[config.mk]
export PLATFORM = sky130hd
export DESIGN_NAME = rd_reset_seq
export DESIGN_NICKNAME = d
export VERILOG_FILES = /design/src/rtl/rd_reset_seq_pkg.sv /design/src/rtl/rd_reset_arm.sv /design/src/rtl/rd_reset_ctrl.sv /design/src/rtl/rd_reset_lat.sv /design/src/rtl/rd_reset_seq.sv
export SDC_FILE = /design/constraint.sdc
export NUM_CORES = 1
export LEC_CHECK = 0
export ABC_CLOCK_PERIOD_IN_PS = 2900
export CAP_MARGIN = 30
export CORE_MARGIN = 5
export CORE_UTILIZATION = 50
export DETAILED_ROUTE_END_ITERATION = 8
export DONT_BUFFER_PORTS = 1
export MAX_ROUTING_LAYER = met4
export PLACE_DENSITY = 0.68
export SETUP_SLACK_MARGIN = 0.1
export SLEW_MARGIN = 20
export SYNTH_ARGS = -nofsm -noshare
export SYNTH_HDL_FRONTEND = slang
export SYNTH_SLANG_ARGS = --single-unit
export TNS_END_PERCENT = 100
[constraint.sdc]
create_clock -name clk_i -period 2.9 [get_ports clk_i]
set_input_delay 0.145 -clock clk_i [delete_from_list [all_inputs] [get_ports clk_i]]
set_output_delay 0.145 -clock clk_i [all_outputs]
set_load 0.01 [all_outputs]
[src/rtl/rd_reset_seq_pkg.sv]
package rd_reset_seq_pkg;
  typedef enum logic [1:0] {
    ST_IDLE  = 2'd0,
    ST_CHK   = 2'd1,
    ST_SHIFT = 2'd2,
    ST_LOCK  = 2'd3
  } seq_state_e;
endpackage

[src/rtl/rd_reset_arm.sv]
module rd_reset_arm #(
  parameter int MIN_PASS = 56,
  parameter int LOW_MIN  = 2
) (
  input  logic clk_i,
  input  logic rst_ni,
  input  logic rst_rd_i,
  input  logic rd_en_i,
  input  logic idle_i,
  output logic trig_o
);
  localparam int AW = $clog2(MIN_PASS + 1);
  localparam int LW = $clog2(LOW_MIN + 1);

  logic [AW-1:0] act_q;
  logic [LW-1:0] low_q;
  logic          pend_q;
  logic          armed, req;

  assign armed  = idle_i && (act_q == AW'(MIN_PASS)) && (low_q == LW'(LOW_MIN));
  assign req    = (rst_rd_i && armed) || pend_q;
  assign trig_o = req && rd_en_i;

  always_ff @(posedge clk_i or negedge rst_ni) begin
    if (!rst_ni) begin
      act_q  <= AW'(MIN_PASS);
      low_q  <= LW'(LOW_MIN);
      pend_q <= 1'b0;
    end else if (trig_o) begin
      act_q  <= '0;
      low_q  <= '0;
      pend_q <= 1'b0;
    end else begin
      pend_q <= req && !rd_en_i;
      if (rd_en_i && act_q != AW'(MIN_PASS)) act_q <= act_q + AW'(1);
      if (rst_rd_i) low_q <= '0;
      else if (rd_en_i && low_q != LW'(LOW_MIN)) low_q <= low_q + LW'(1);
    end
  end
endmodule

[src/rtl/rd_reset_ctrl.sv]
module rd_reset_ctrl
  import rd_reset_seq_pkg::*;
#(
  parameter int BLK_W     = 13,
  parameter int PTR_W     = 18,
  parameter int BLK_BASE  = 12,
  parameter int BLK_WORDS = 40,
  parameter int MAX_BLK   = 6143
) (
  input  logic             clk_i,
  input  logic             rst_ni,
  input  logic             trig_i,
  input  logic             rd_en_i,
  input  logic             out_en_i,
  output seq_state_e       state_o,
  output logic             ptr_load_o,
  output logic [PTR_W-1:0] ptr_val_o,
  output logic             lat_start_o
);
  localparam int STEP_LAST = 3 + BLK_W;
  localparam int SW        = $clog2(STEP_LAST + 1);

  seq_state_e       state_q;
  logic [SW-1:0]    step_q;
  logic [BLK_W-1:0] sh_q;
  logic [BLK_W-1:0] full;
  logic             key_ok, last, blk_ok;

  assign full   = {sh_q[BLK_W-2:0], out_en_i};
  assign key_ok = (step_q == SW'(1)) ? (!out_en_i && rd_en_i) : (out_en_i && !rd_en_i);
  assign last   = (state_q == ST_SHIFT) && (step_q == SW'(STEP_LAST));
  assign blk_ok = (full <= BLK_W'(MAX_BLK));

  assign state_o     = state_q;
  assign lat_start_o = last && blk_ok;

  always_ff @(posedge clk_i or negedge rst_ni) begin
    if (!rst_ni) begin
      state_q    <= ST_IDLE;
      step_q     <= '0;
      sh_q       <= '0;
      ptr_load_o <= 1'b0;
      ptr_val_o  <= '0;
    end else begin
      ptr_load_o <= 1'b0;
      if (trig_i) begin
        // clock 1: zero load, key bit 1 checked here
        ptr_load_o <= 1'b1;
        ptr_val_o  <= '0;
        step_q     <= SW'(1);
        state_q    <= out_en_i ? ST_IDLE : ST_CHK;
      end else begin
        unique case (state_q)
          ST_CHK: begin
            step_q <= step_q + SW'(1);
            if (!key_ok) state_q <= ST_IDLE;
            else if (step_q == SW'(3)) state_q <= ST_SHIFT;
          end
          ST_SHIFT: begin
            step_q <= step_q + SW'(1);
            sh_q   <= full;
            if (last) begin
              if (blk_ok) begin
                ptr_load_o <= 1'b1;
                ptr_val_o  <= PTR_W'(BLK_BASE) + PTR_W'(BLK_WORDS) * PTR_W'(full);
                state_q    <= ST_IDLE;
              end else begin
                state_q <= ST_LOCK;
              end
            end
          end
          default: ;
        endcase
      end
    end
  end
endmodule

[src/rtl/rd_reset_lat.sv]
module rd_reset_lat #(
  parameter int LAT_CLKS = 55
) (
  input  logic clk_i,
  input  logic rst_ni,
  input  logic start_i,
  output logic busy_o
);
  localparam int CW = $clog2(LAT_CLKS + 1);
  logic [CW-1:0] cnt_q;

  assign busy_o = (cnt_q != '0);

  always_ff @(posedge clk_i or negedge rst_ni) begin
    if (!rst_ni)        cnt_q <= '0;
    else if (start_i)   cnt_q <= CW'(LAT_CLKS);
    else if (busy_o)    cnt_q <= cnt_q - CW'(1);
  end
endmodule

[src/rtl/rd_reset_seq.sv]
module rd_reset_seq
  import rd_reset_seq_pkg::*;
#(
  parameter int BLK_W     = 13,
  parameter int PTR_W     = 18,
  parameter int BLK_BASE  = 12,
  parameter int BLK_WORDS = 40,
  parameter int MAX_BLK   = 6143,
  parameter int LAT_CLKS  = 55,
  parameter int MIN_PASS  = 56,
  parameter int LOW_MIN   = 2
) (
  input  logic             clk_i,
  input  logic             rst_ni,
  input  logic             rst_rd_i,
  input  logic             rd_en_i,
  input  logic             out_en_i,
  output logic             ptr_load_o,
  output logic [PTR_W-1:0] ptr_val_o,
  output logic             oe_force_off_o,
  output logic             lat_busy_o,
  output logic             err_o
);
  seq_state_e state;
  logic       trig, lat_start, idle;

  assign idle = (state == ST_IDLE) || (state == ST_LOCK);

  rd_reset_arm #(.MIN_PASS(MIN_PASS), .LOW_MIN(LOW_MIN)) u_arm (
    .clk_i(clk_i), .rst_ni(rst_ni), .rst_rd_i(rst_rd_i), .rd_en_i(rd_en_i),
    .idle_i(idle), .trig_o(trig)
  );

  rd_reset_ctrl #(
    .BLK_W(BLK_W), .PTR_W(PTR_W), .BLK_BASE(BLK_BASE),
    .BLK_WORDS(BLK_WORDS), .MAX_BLK(MAX_BLK)
  ) u_ctrl (
    .clk_i(clk_i), .rst_ni(rst_ni), .trig_i(trig), .rd_en_i(rd_en_i),
    .out_en_i(out_en_i), .state_o(state), .ptr_load_o(ptr_load_o),
    .ptr_val_o(ptr_val_o), .lat_start_o(lat_start)
  );

  rd_reset_lat #(.LAT_CLKS(LAT_CLKS)) u_lat (
    .clk_i(clk_i), .rst_ni(rst_ni), .start_i(lat_start), .busy_o(lat_busy_o)
  );

  assign err_o          = (state == ST_LOCK);
  assign oe_force_off_o = (state == ST_SHIFT) || (state == ST_LOCK) || lat_busy_o;
endmodule

After elaboration in Yosys (flattened, before gate mapping):

Index checks and enable logic that the tools add are counted.

* flip-flop bits (word level): 53
* bits in latches: 0
* bits in writable memories: 0
* bits in read-only memories: 0
* input bits: 5
* output and inout bits: 22
* word-level logic and storage cells: 86
* memories kept: 0

* $add $sub $neg: 5
* $mul: 1
* div/mod/pow operators: 0
* order comparisons: 1
* equal/unequal tests: 12
* shift-type cells: 0
* multiplexer cells: 26
* bitwise logic cells: 1
* reductions and logical operators: 31

Operators with widths (number)
* $mux W18: 4
* $mux W6: 4
* $add A4 B18 Y18 const A: 1
* $mux W2: 8
* $mul A3 B13 Y15 const A: 1
* $le A13 B13 Y1 const B: 1
* $reduce_bool A2 Y1: 6
* $logic_and A1 B1 Y1: 11
* $mux W5: 2
* $mux W1: 7
* $add A6 B1 Y6 const B: 1
* $eq A2 B2 Y1 const B: 3
* $eq A6 B6 Y1 const B: 1
* $ne A6 B6 Y1 const B: 1
* $reduce_and A3 Y1: 2
* $reduce_bool A3 Y1: 2
* $reduce_bool A6 Y1: 1
* $sub A6 B1 Y6 const B: 1
* $add A5 B1 Y5 const B: 1
* $eq A5 B1 Y1 const B: 1
* $eq A5 B2 Y1 const B: 1
* $eq A5 B5 Y1 const B: 1
* $logic_or A1 B1 Y1: 4
* $ne A4 B4 Y1 const B: 1
* 10 further kinds: 11

Logic depth before layout (Yosys ltp):

Gate-level depths: netlist (run 1).

* word-level depth: 9
* gate-level depth with buffers: 10
* depth with buffers taken out: 10

Hierarchy:

Synthesis (run 1) repeated with hierarchy kept, for this count alone.

* cell total of the unflattened synthesis: 342
* area total of the unflattened synthesis: 3417.0 µm²

Modules (own cells, without submodules)
* rd_reset_ctrl: instances 1, cells an instance 253, area each 2529.9 µm², seq. area each 900.9 µm²
* rd_reset_arm: instances 1, cells an instance 50, area each 505.5 µm², seq. area each 230.2 µm²
* rd_reset_lat: instances 1, cells an instance 35, area each 346.6 µm², seq. area each 150.1 µm²
* rd_reset_seq: instances 1, cells an instance 4, area each 35.0 µm², seq. area each 0.0 µm²

Least setup slack after synthesis (run 1):

No wires, ideal clock.

* kind: register -> register
* from: register u_ctrl.sh_q[0]
* to: register u_ctrl.ptr_val_o[17]
* library setup time: 137 ps
* arrival: 2977 ps
* required time: 2763 ps
* setup slack: -214 ps
* stages on the path, launching flop included: 11
* buffers on the path: 0
* clock period less this slack: 3114 ps
* path through: dfrtp_1 -> ha_1 -> ha_1 -> fa_1 -> a21o_1 -> a211o_1 -> a221oi_2 -> xor2_1 -> or4_1 -> xnor3_1 -> a21oi_1

* longest elaborated chain between the ends: 6
* elaborated cells between the ends (all ways): 9
* classes of those cells: add/sub: 1; mul: 1; order compare: 1; mux: 4; reduce/logical: 2

Ends and longest elaborated chain
* from (decl): RTL line rd_reset_ctrl.sv:25 `logic [BLK_W-1:0] sh_q;`
* from (signal assigned): RTL line rd_reset_ctrl.sv:61 `sh_q <= full;`
* $mul A3 B13 Y15: RTL line rd_reset_ctrl.sv:65 `ptr_val_o <= PTR_W'(BLK_BASE) + PTR_W'(BLK_WORDS) * PTR_W'(full);`
* $add A4 B18 Y18: RTL line rd_reset_ctrl.sv:65
* $mux W18: RTL line rd_reset_ctrl.sv:63 `if (blk_ok) begin`
* $mux W18: RTL line rd_reset_ctrl.sv:62 `if (last) begin`
* $mux W18: RTL line rd_reset_ctrl.sv:53 `unique case (state_q)`
* $mux W18: RTL line rd_reset_ctrl.sv:46 `if (trig_i) begin`
* to (signal assigned): RTL line rd_reset_ctrl.sv:65
* to (decl): RTL line rd_reset_ctrl.sv:17 `output logic [PTR_W-1:0] ptr_val_o,`

Parallel ways exist; a longest one is shown, timed or not. The select of a mux whose other input is x is not followed.
A chain may end at the register's enable or synchronous reset.

Worst setup path in the final report (run 1):

Ends and elaborated chain as after synthesis.

==> summary.txt, run 1 <==
Global route
  • Remaining Overflow, GRT: 0
  • Vias in the first global route: 2568
  • Met2 usage: 28.5%
  • Initial antenna violation count: 0
  • Largest net degree at the start of global routing: 52
  • Layer with the highest usage: met2
  • Global-route track usage on met3: 4.47%
  • Met1 usage: 22.6%
  • First-pass GRT wire length: 12100 microns
  • Global Route Usage Sum: 18.0%

Setup path
  • Most used cell along the critical path: ha_4
  • Startpoint types: register
  • Slowest CP cell: or4_1
  • Critical path cell sequence: ha_4 -> ha_4 -> fa_2 -> a21o_1 -> a211o_1 -> a221oi_2 -> xor2_1 -> or4_1 -> xnor3_1 -> a21oi_2
  • WP data required: 3.09 ns
  • Critical path arrival: 3.26 ns
  • CP max FO: 5
  • Top delay family on crit path: compound AO/OA/AOI/OAI gates
  • Largest stage delay, worst path: 0.53 ns
  • CP Buf/Inv Count: 0
  • CP Class: reg -> reg
  • CP Capture Type: register

Synth
  • Post-synth top area share: 34.6%
  • Post-synthesis mux area share: 5.53%
  • Adder-cell share of the synthesized area: 12.8%
  • Largest cells by area after synthesis: dfrtp_1 (35%), ha_1 (12%), mux2_2 (4.6%)
  • Simple-Gate Fraction of Synth Area: 20.2%
  • Synth Instances: 360
  • Synth unique cells: 53
  • Synth Warn #: 0
  • Area of the mapped netlist: 0.00339 sq mm
  • XOR/XNOR Fraction of Synth Area: 7.11%
  • Post-synth EDFFs: 0
  • Synthesized flop and latch total: 51
  • Synth Area in Compound Gates: 12.8%
  • Largest family of logic cells by synthesized area: simple AND/OR/NAND/NOR gates
  • Syn avg cell area: 9.43 sq um
  • Biggest area consumer among synthesized cells: dfrtp_1
  • Register area share after synthesis: 37.7%
  • Top FF cell, synth: dfrtp_1
  • Async SR Flop Fraction: 100%

Status
  • Failing checks: negative setup slack
  • Status: finished with violations

Placed design
  • Dpl ws: -0.110 ns
  • Port Buf Inserts: 0
  • Routability cong.: 0.866
  • HPWL Detailed: 5360 microns
  • Placed inst area: 0.00367 sq mm

Floorplanning
  • Core Area: 0.00668 sq mm
  • Die width: 92.4 microns
  • Die height: 92.4 microns
  • Io pins: 27
  • DIE AREA: 0.00854 sq mm
  • Initial Util: 50.8%
  • Floorplan row count: 30

STA
  • Tmin final: 3.07 ns
  • Post-route setup slack: -0.167 ns
  • RSZ-0062 raised after global routing: true
  • Final hold viol count: 0
  • Final Cycle Share: 106%
  • Worst Skew: 0.0120 ns
  • Post-route setup TNS: -0.167 ns
  • F_max: 326 MHz
  • Final setup violation count: 1
  • Count of final max-slew check failures: 0
  • Slew margin rel.: 60.7%
  • Least-Margin Pin Slew: 0.588 ns

Routing
  • Detailed Route Iter0 Violations: 138
  • Final wirelength: 7380 microns
  • Antenna Nets Post-Route: 0
  • Pre-antenna DRT Iters: 4
  • DRC viols: 0
  • Vias/cell: 5.67
  • Avg WL per Cell: 15.4 microns
  • Routed via count: 2711

Power
  • Leak: 1.91 nW
  • Maximum VDD drop: 0.174 mV
  • Pwr dens: 345 mW/mm^2
  • Total power draw: 1.39 mW

Layout
  • Antenna diodes: 0
  • Design Area, Final: 0.00404 sq mm
  • Fin util: 60.5%
  • Final nets: 436
  • P&R area growth vs syn: 19.1%
  • Proportion of layout cells with a drive suffix above 1: 23.1%

Clock tree
  • Clock latency on the worst-skew pair: 0.31 ns
  • CTS Root Cell: clkbuf_8
  • CTS tree: built
  • CTS Buffer Depth: 2
  • Clk sinks: 51
  • # H-tree levels: 2
  • Number of buffers created by CTS: 5
  • Clock-pin slew on the worst setup and hold paths: 0.10 ns

Worst hold path
  • Hold Path Class: in -> reg

Job
  • Max-cap violations: 0
[power breakdown]
part           switching (mW)  total (mW)  internal (mW)
sequential             0.0477       0.827          0.779
combinational          0.0867       0.161         0.0745
clock                   0.236       0.407          0.171
total                   0.371        1.39           1.02
[timing repair]
item / 4_1_cts / 5_1_grt
buffers inserted: 2 / 8
endpoints found under the setup margin: 4 / 6
gates resized for setup: 2 / 26
endpoints found under the hold margin: 55 / 0
hold buffers: 5 / 0
cloned: 0 / 0
pin swaps: 3 / 25
[final cells by class]
class | count | area (sq um)
clock inverter | 2 | 13.8
clock buffer | 6 | 72.6
fill | 546 | 2640
inverter | 15 | 56.3
timing repair buffer | 45 | 375
multi-input combinational | 279 | 2140
sequential | 51 | 1280
tap | 80 | 100
[kinds of logic after synthesis]
logic type,count (synthesis)
fa+ha+maj,34
other cells,1
xor+xnor,26
simple gates,135
compound gates,65
flops,51
mux,17
buf+inv,31
[metrics by stage]
stage / std cells / hold WS (ns)
after floorplan: 361 / -0.151
after global placement: 456 / -0.149
after detailed placement: 456 / -0.150
after CTS: 471 / 0.0607
after global routing: 478 / 0.0613
final: 478 / 0.0625
[layer usage]
metal  share of wire, %  vias to the layer above
li1                   -                     1353
met5                  0                        -
met3                5.0                       13
met2                 47                       53
met4                1.8                        0
met1                 46                     1292
[layout by cell type, fill, tap and decap left out, drive strengths merged, types with 2 or more instances in the layout]
cell type	synthesis	final
nand3b	2	2
nand2	29	29
nor2b	6	6
ha	33	33
dlygate4sd3	0	4
xnor2	12	12
nor3	7	7
a21oi	19	19
nor2	38	38
conb	1	2
o211ai	2	2
and2	3	3
dfstp	4	4
clkinv	0	2
nor3b	7	7
xor2	13	13
a221oi	4	4
nand4b	2	2
dfrtp	47	47
and3	4	4
inv	15	15
a211oi	8	8
or3	5	5
clkbuf	13	6
a21o	3	3
mux2i	3	3
nand4	10	10
nand2b	5	5
nand3	14	14
mux2	14	14
buf	3	41
o21ai	17	17
[worst register-to-register path: stages, from the launching register on]
cell and delay (ns):
dfrtp_1 0.42, ha_4 0.26, ha_4 0.16, fa_2 0.36, a21o_1 0.22, a211o_1 0.35
a221oi_2 0.25, xor2_1 0.11, or4_1 0.53, xnor3_1 0.23, a21oi_2 0.05
[cells in the mapped netlist, types with 2 or more instances]
library cell,count
o21ai_0,16
nand2_1,29
nand2b_1,5
a21o_1,2
a211oi_1,8
nand4b_1,2
a221oi_1,3
nor3_1,7
dfrtp_1,47
mux2i_1,3
buf_4,2
dfstp_2,4
nand3_1,13
ha_1,33
and2_1,3
mux2_2,14
nand4_1,10
or3_1,5
nor3b_1,7
and3_1,4
o211ai_1,2
xor2_1,13
nor2_1,38
inv_1,15
a21oi_1,19
nand3b_1,2
clkbuf_1,12
nor2b_1,6
xnor2_1,12
[flip-flops by register name, summed over array words and instances (netlist names)]
name	count
u_ctrl.step_q	5
u_arm.low_q	2
u_arm.pend_q	1
u_ctrl.ptr_val_o	16
u_ctrl.state_o	2
u_arm.act_q	6
u_ctrl.ptr_load_o	1
u_lat.cnt_q	6
u_ctrl.sh_q	12
[path summary, 6_finish.rpt]
| check | from | end | slack, ns | cells after the start |
|---|---|---|---|---|
| worst min register to register | u_arm.low_q[1] | u_arm.low_q[1] | 0.53 | 2 |
| min in group asynchronous | rst_ni | u_lat.cnt_q[2] | 0.35 | 2 |
| max in group asynchronous | rst_ni | u_arm.act_q[4] | 2.28 | 2 |
| worst max register to register | u_ctrl.sh_q[0] | u_ctrl.ptr_val_o[17] | -0.17 | 10 |
| worst max-delay path | u_ctrl.sh_q[0] | u_ctrl.ptr_val_o[17] | -0.17 | 10 |
| worst min-delay path | out_en_i | u_ctrl.ptr_val_o[3] | 0.06 | 3 |
Note: power is estimated with default switching activity, not from simulation.
==> run 2, diff against run 1 <==
GPL_ROUTABILITY_DRIVEN = 0   (was not set)
MAX_ROUTING_LAYER = not set   (was met4)
PLACE_DENSITY = 0.74   (was 0.68)
==> summary.txt, run 2 (synthesis gave the netlist of run 1 again) <==
Routing
  • Vias/cell: 5.99
  • Avg WL per Cell: 18.2 microns
  • DRC viols: 0
  • Pre-antenna DRT Iters: 5
  • Detailed Route Iter0 Violations: 269
  • Final wirelength: 8670 microns
  • Antenna Nets Post-Route: 0
  • Routed via count: 2857

Power
  • Maximum VDD drop: 0.283 mV
  • Leak: 1.91 nW
  • Pwr dens: 371 mW/mm^2

Layout
  • Antenna diodes: 0
  • Regs by FF count: u_ctrl.ptr_val_o: 16 flops, u_ctrl.sh_q: 12 flops
  • Largest register FFs: 16
  • P&R area growth vs syn: 21.7%
  • Most frequent cells in the layout: dfrtp_1 (43), buf_4 (38), nor2_1 (37)
  • Final nets: 435
  • Commonest non-fill, non-tap cell in the layout: dfrtp_1
  • Fin util: 61.8%
  • Proportion of layout cells with a drive suffix above 1: 25.4%
  • Top reg by flops: u_ctrl.ptr_val_o

Global route
  • Remaining Overflow, GRT: 0
  • Global Route Usage Sum: 18.5%
  • Largest net degree at the start of global routing: 52
  • Initial antenna violation count: 0
  • First-pass GRT wire length: 12700 microns
  • Vias in the first global route: 2652

Worst hold path
  • Hold path startpoint: out_en_i
  • Hold path cells: 3
  • Hold Path Sink: u_ctrl.ptr_val_o[3]
  • Hold Path Class: in -> reg

Clock tree
  • Number of buffers created by CTS: 5
  • CTS Root Cell: clkbuf_8
  • CTS tree: built
  • Clock latency on the worst-skew pair: 0.31 ns
  • Clock-pin slew on the worst setup and hold paths: 0.11 ns
  • # H-tree levels: 2
  • Clk sinks: 51
  • CTS Buffer Depth: 2

Floorplanning
  • Floorplan row count: 30
  • DIE AREA: 0.00854 sq mm
  • Io pins: 27
  • Core Area: 0.00668 sq mm
  • Initial Util: 50.8%
  • Die width: 92.4 microns
  • Die height: 92.4 microns

Status
  • Status: finished with violations
  • Failing checks: negative setup slack

Setup path
  • Worst r2r src: u_ctrl.sh_q[0]
  • Most used cell along the critical path: ha_4
  • Top delay family on crit path: simple AND/OR/NAND/NOR gates
  • CP Capture Type: register
  • CP Class: reg -> reg
  • R2R setup slack: -0.17 ns
  • Critical path cell sequence: ha_4 -> ha_4 -> fa_2 -> buf_4 -> xor2_2 -> and3_4 -> nor3b_4 -> nand4_1 -> or4_1 -> xnor3_1 -> a21oi_2
  • R2R depth: 11
  • Startpoint types: register
  • Worst R2R End: u_ctrl.ptr_val_o[17]
  • Largest stage delay, worst path: 0.53 ns
  • CP max FO: 2
  • WP data required: 3.10 ns
  • Slowest CP cell: or4_1
  • Critical path arrival: 3.27 ns
  • CP Buf/Inv Count: 1

STA
  • Post-route setup TNS: -0.173 ns
  • Worst Skew: 0.0176 ns
  • RSZ-0062 raised after global routing: true
  • Final setup violation count: 2
  • Final hold viol count: 0
  • Final Cycle Share: 106%
  • Tmin final: 3.07 ns
  • Count of final max-slew check failures: 0
  • F_max: 326 MHz
  • Post-route setup slack: -0.168 ns
  • Slew margin rel.: 58.2%
  • Least-Margin Pin Slew: 0.625 ns

Placed design
  • Port Buf Inserts: 0
  • HPWL Detailed: 5430 microns

Job
  • Max-cap violations: 0
run 2: changes by cell type in the layout (fill, tap and decap cells not counted), sizes merged:
cell | before | now
inv | 15 | 16
bufinv | 0 | 1
clkinv | 2 | 0
buf | 41 | 40
run 2: final cells by class:
cell class | instances | area, sq um
fillers | 508 | 2550
multi-input cells | 279 | 2200
flip-flops and latches | 51 | 1290
repair buffers | 44 | 364
well taps | 80 | 100
clock buffers | 6 | 82.6
inverters | 15 | 56.3
clock inverters | 2 | 38.8
run 2: timing repair:
| action | 4_1_cts | 5_1_grt |
|---|---|---|
| endpoints found under the hold margin | 55 | 0 |
| hold buffers | 5 | 0 |
| setup buffers | 6 | 5 |
| setup endpoints to repair | 5 | 8 |
| pin swaps | 15 | 17 |
| gates resized for setup | 8 | 28 |
run 2: per-layer routing:
| layer | part of all wire, % | GRT usage [%] |
|---|---|---|
| met3 | 5.0 | 3.33 |
| met5 | 0 | 0 |
| met4 | 3.0 | 4.08 |
| met1 | 41 | 22.9 |
| met2 | 51 | 33.4 |
run 2: worst max-delay path by stage:
| stage | startpoint | to | slack (ns) | depth (start not counted) |
|---|---|---|---|---|
| floorplan | u_ctrl.sh_q[0] | u_ctrl.ptr_val_o[17] | -0.06 | 10 |
| detailed placement | u_ctrl.sh_q[2] | u_ctrl.ptr_val_o[17] | -0.16 | 10 |
| finish | u_ctrl.sh_q[0] | u_ctrl.ptr_val_o[17] | -0.17 | 11 |
| global route | u_ctrl.sh_q[0] | u_ctrl.ptr_val_o[17] | -0.23 | 10 |
| global placement | u_ctrl.sh_q[2] | u_ctrl.ptr_val_o[17] | -0.05 | 10 |
| CTS | u_ctrl.sh_q[2] | u_ctrl.ptr_val_o[17] | -0.17 | 10 |
run 2: through the flow:
step	power, mW	hold slack (ns)	instance area [sq um]	setup slack, ns	instances
3_5_place_dp	0.982	-0.149	3670	-0.157	455
6_report	1.53	0.0470	4130	-0.168	477
4_1_cts	1.53	0.0446	3930	-0.169	474
2_1_floorplan	0.952	-0.151	3410	-0.0583	361
3_3_place_gp	0.969	-0.150	3670	-0.0461	455
5_1_grt	1.59	0.0724	4130	-0.232	477
run 2: worst reg2reg max path: cells and delay by family, from the launching register on:
family	cells	cell delay [ns]
compound gates	1	0.06
xor+xnor	2	0.46
fa+ha+maj	3	0.77
buf+inv	1	0.15
flops	1	0.44
simple gates	4	1.09
run 2: where the power goes:
part           internal (mW)  switching (mW)  leakage (nW)  total (mW)
combinational         0.0746          0.0925          1.22       0.167
clock                  0.284           0.249        0.0618       0.533
sequential             0.779          0.0519         0.626       0.831
total                   1.14           0.393          1.91        1.53
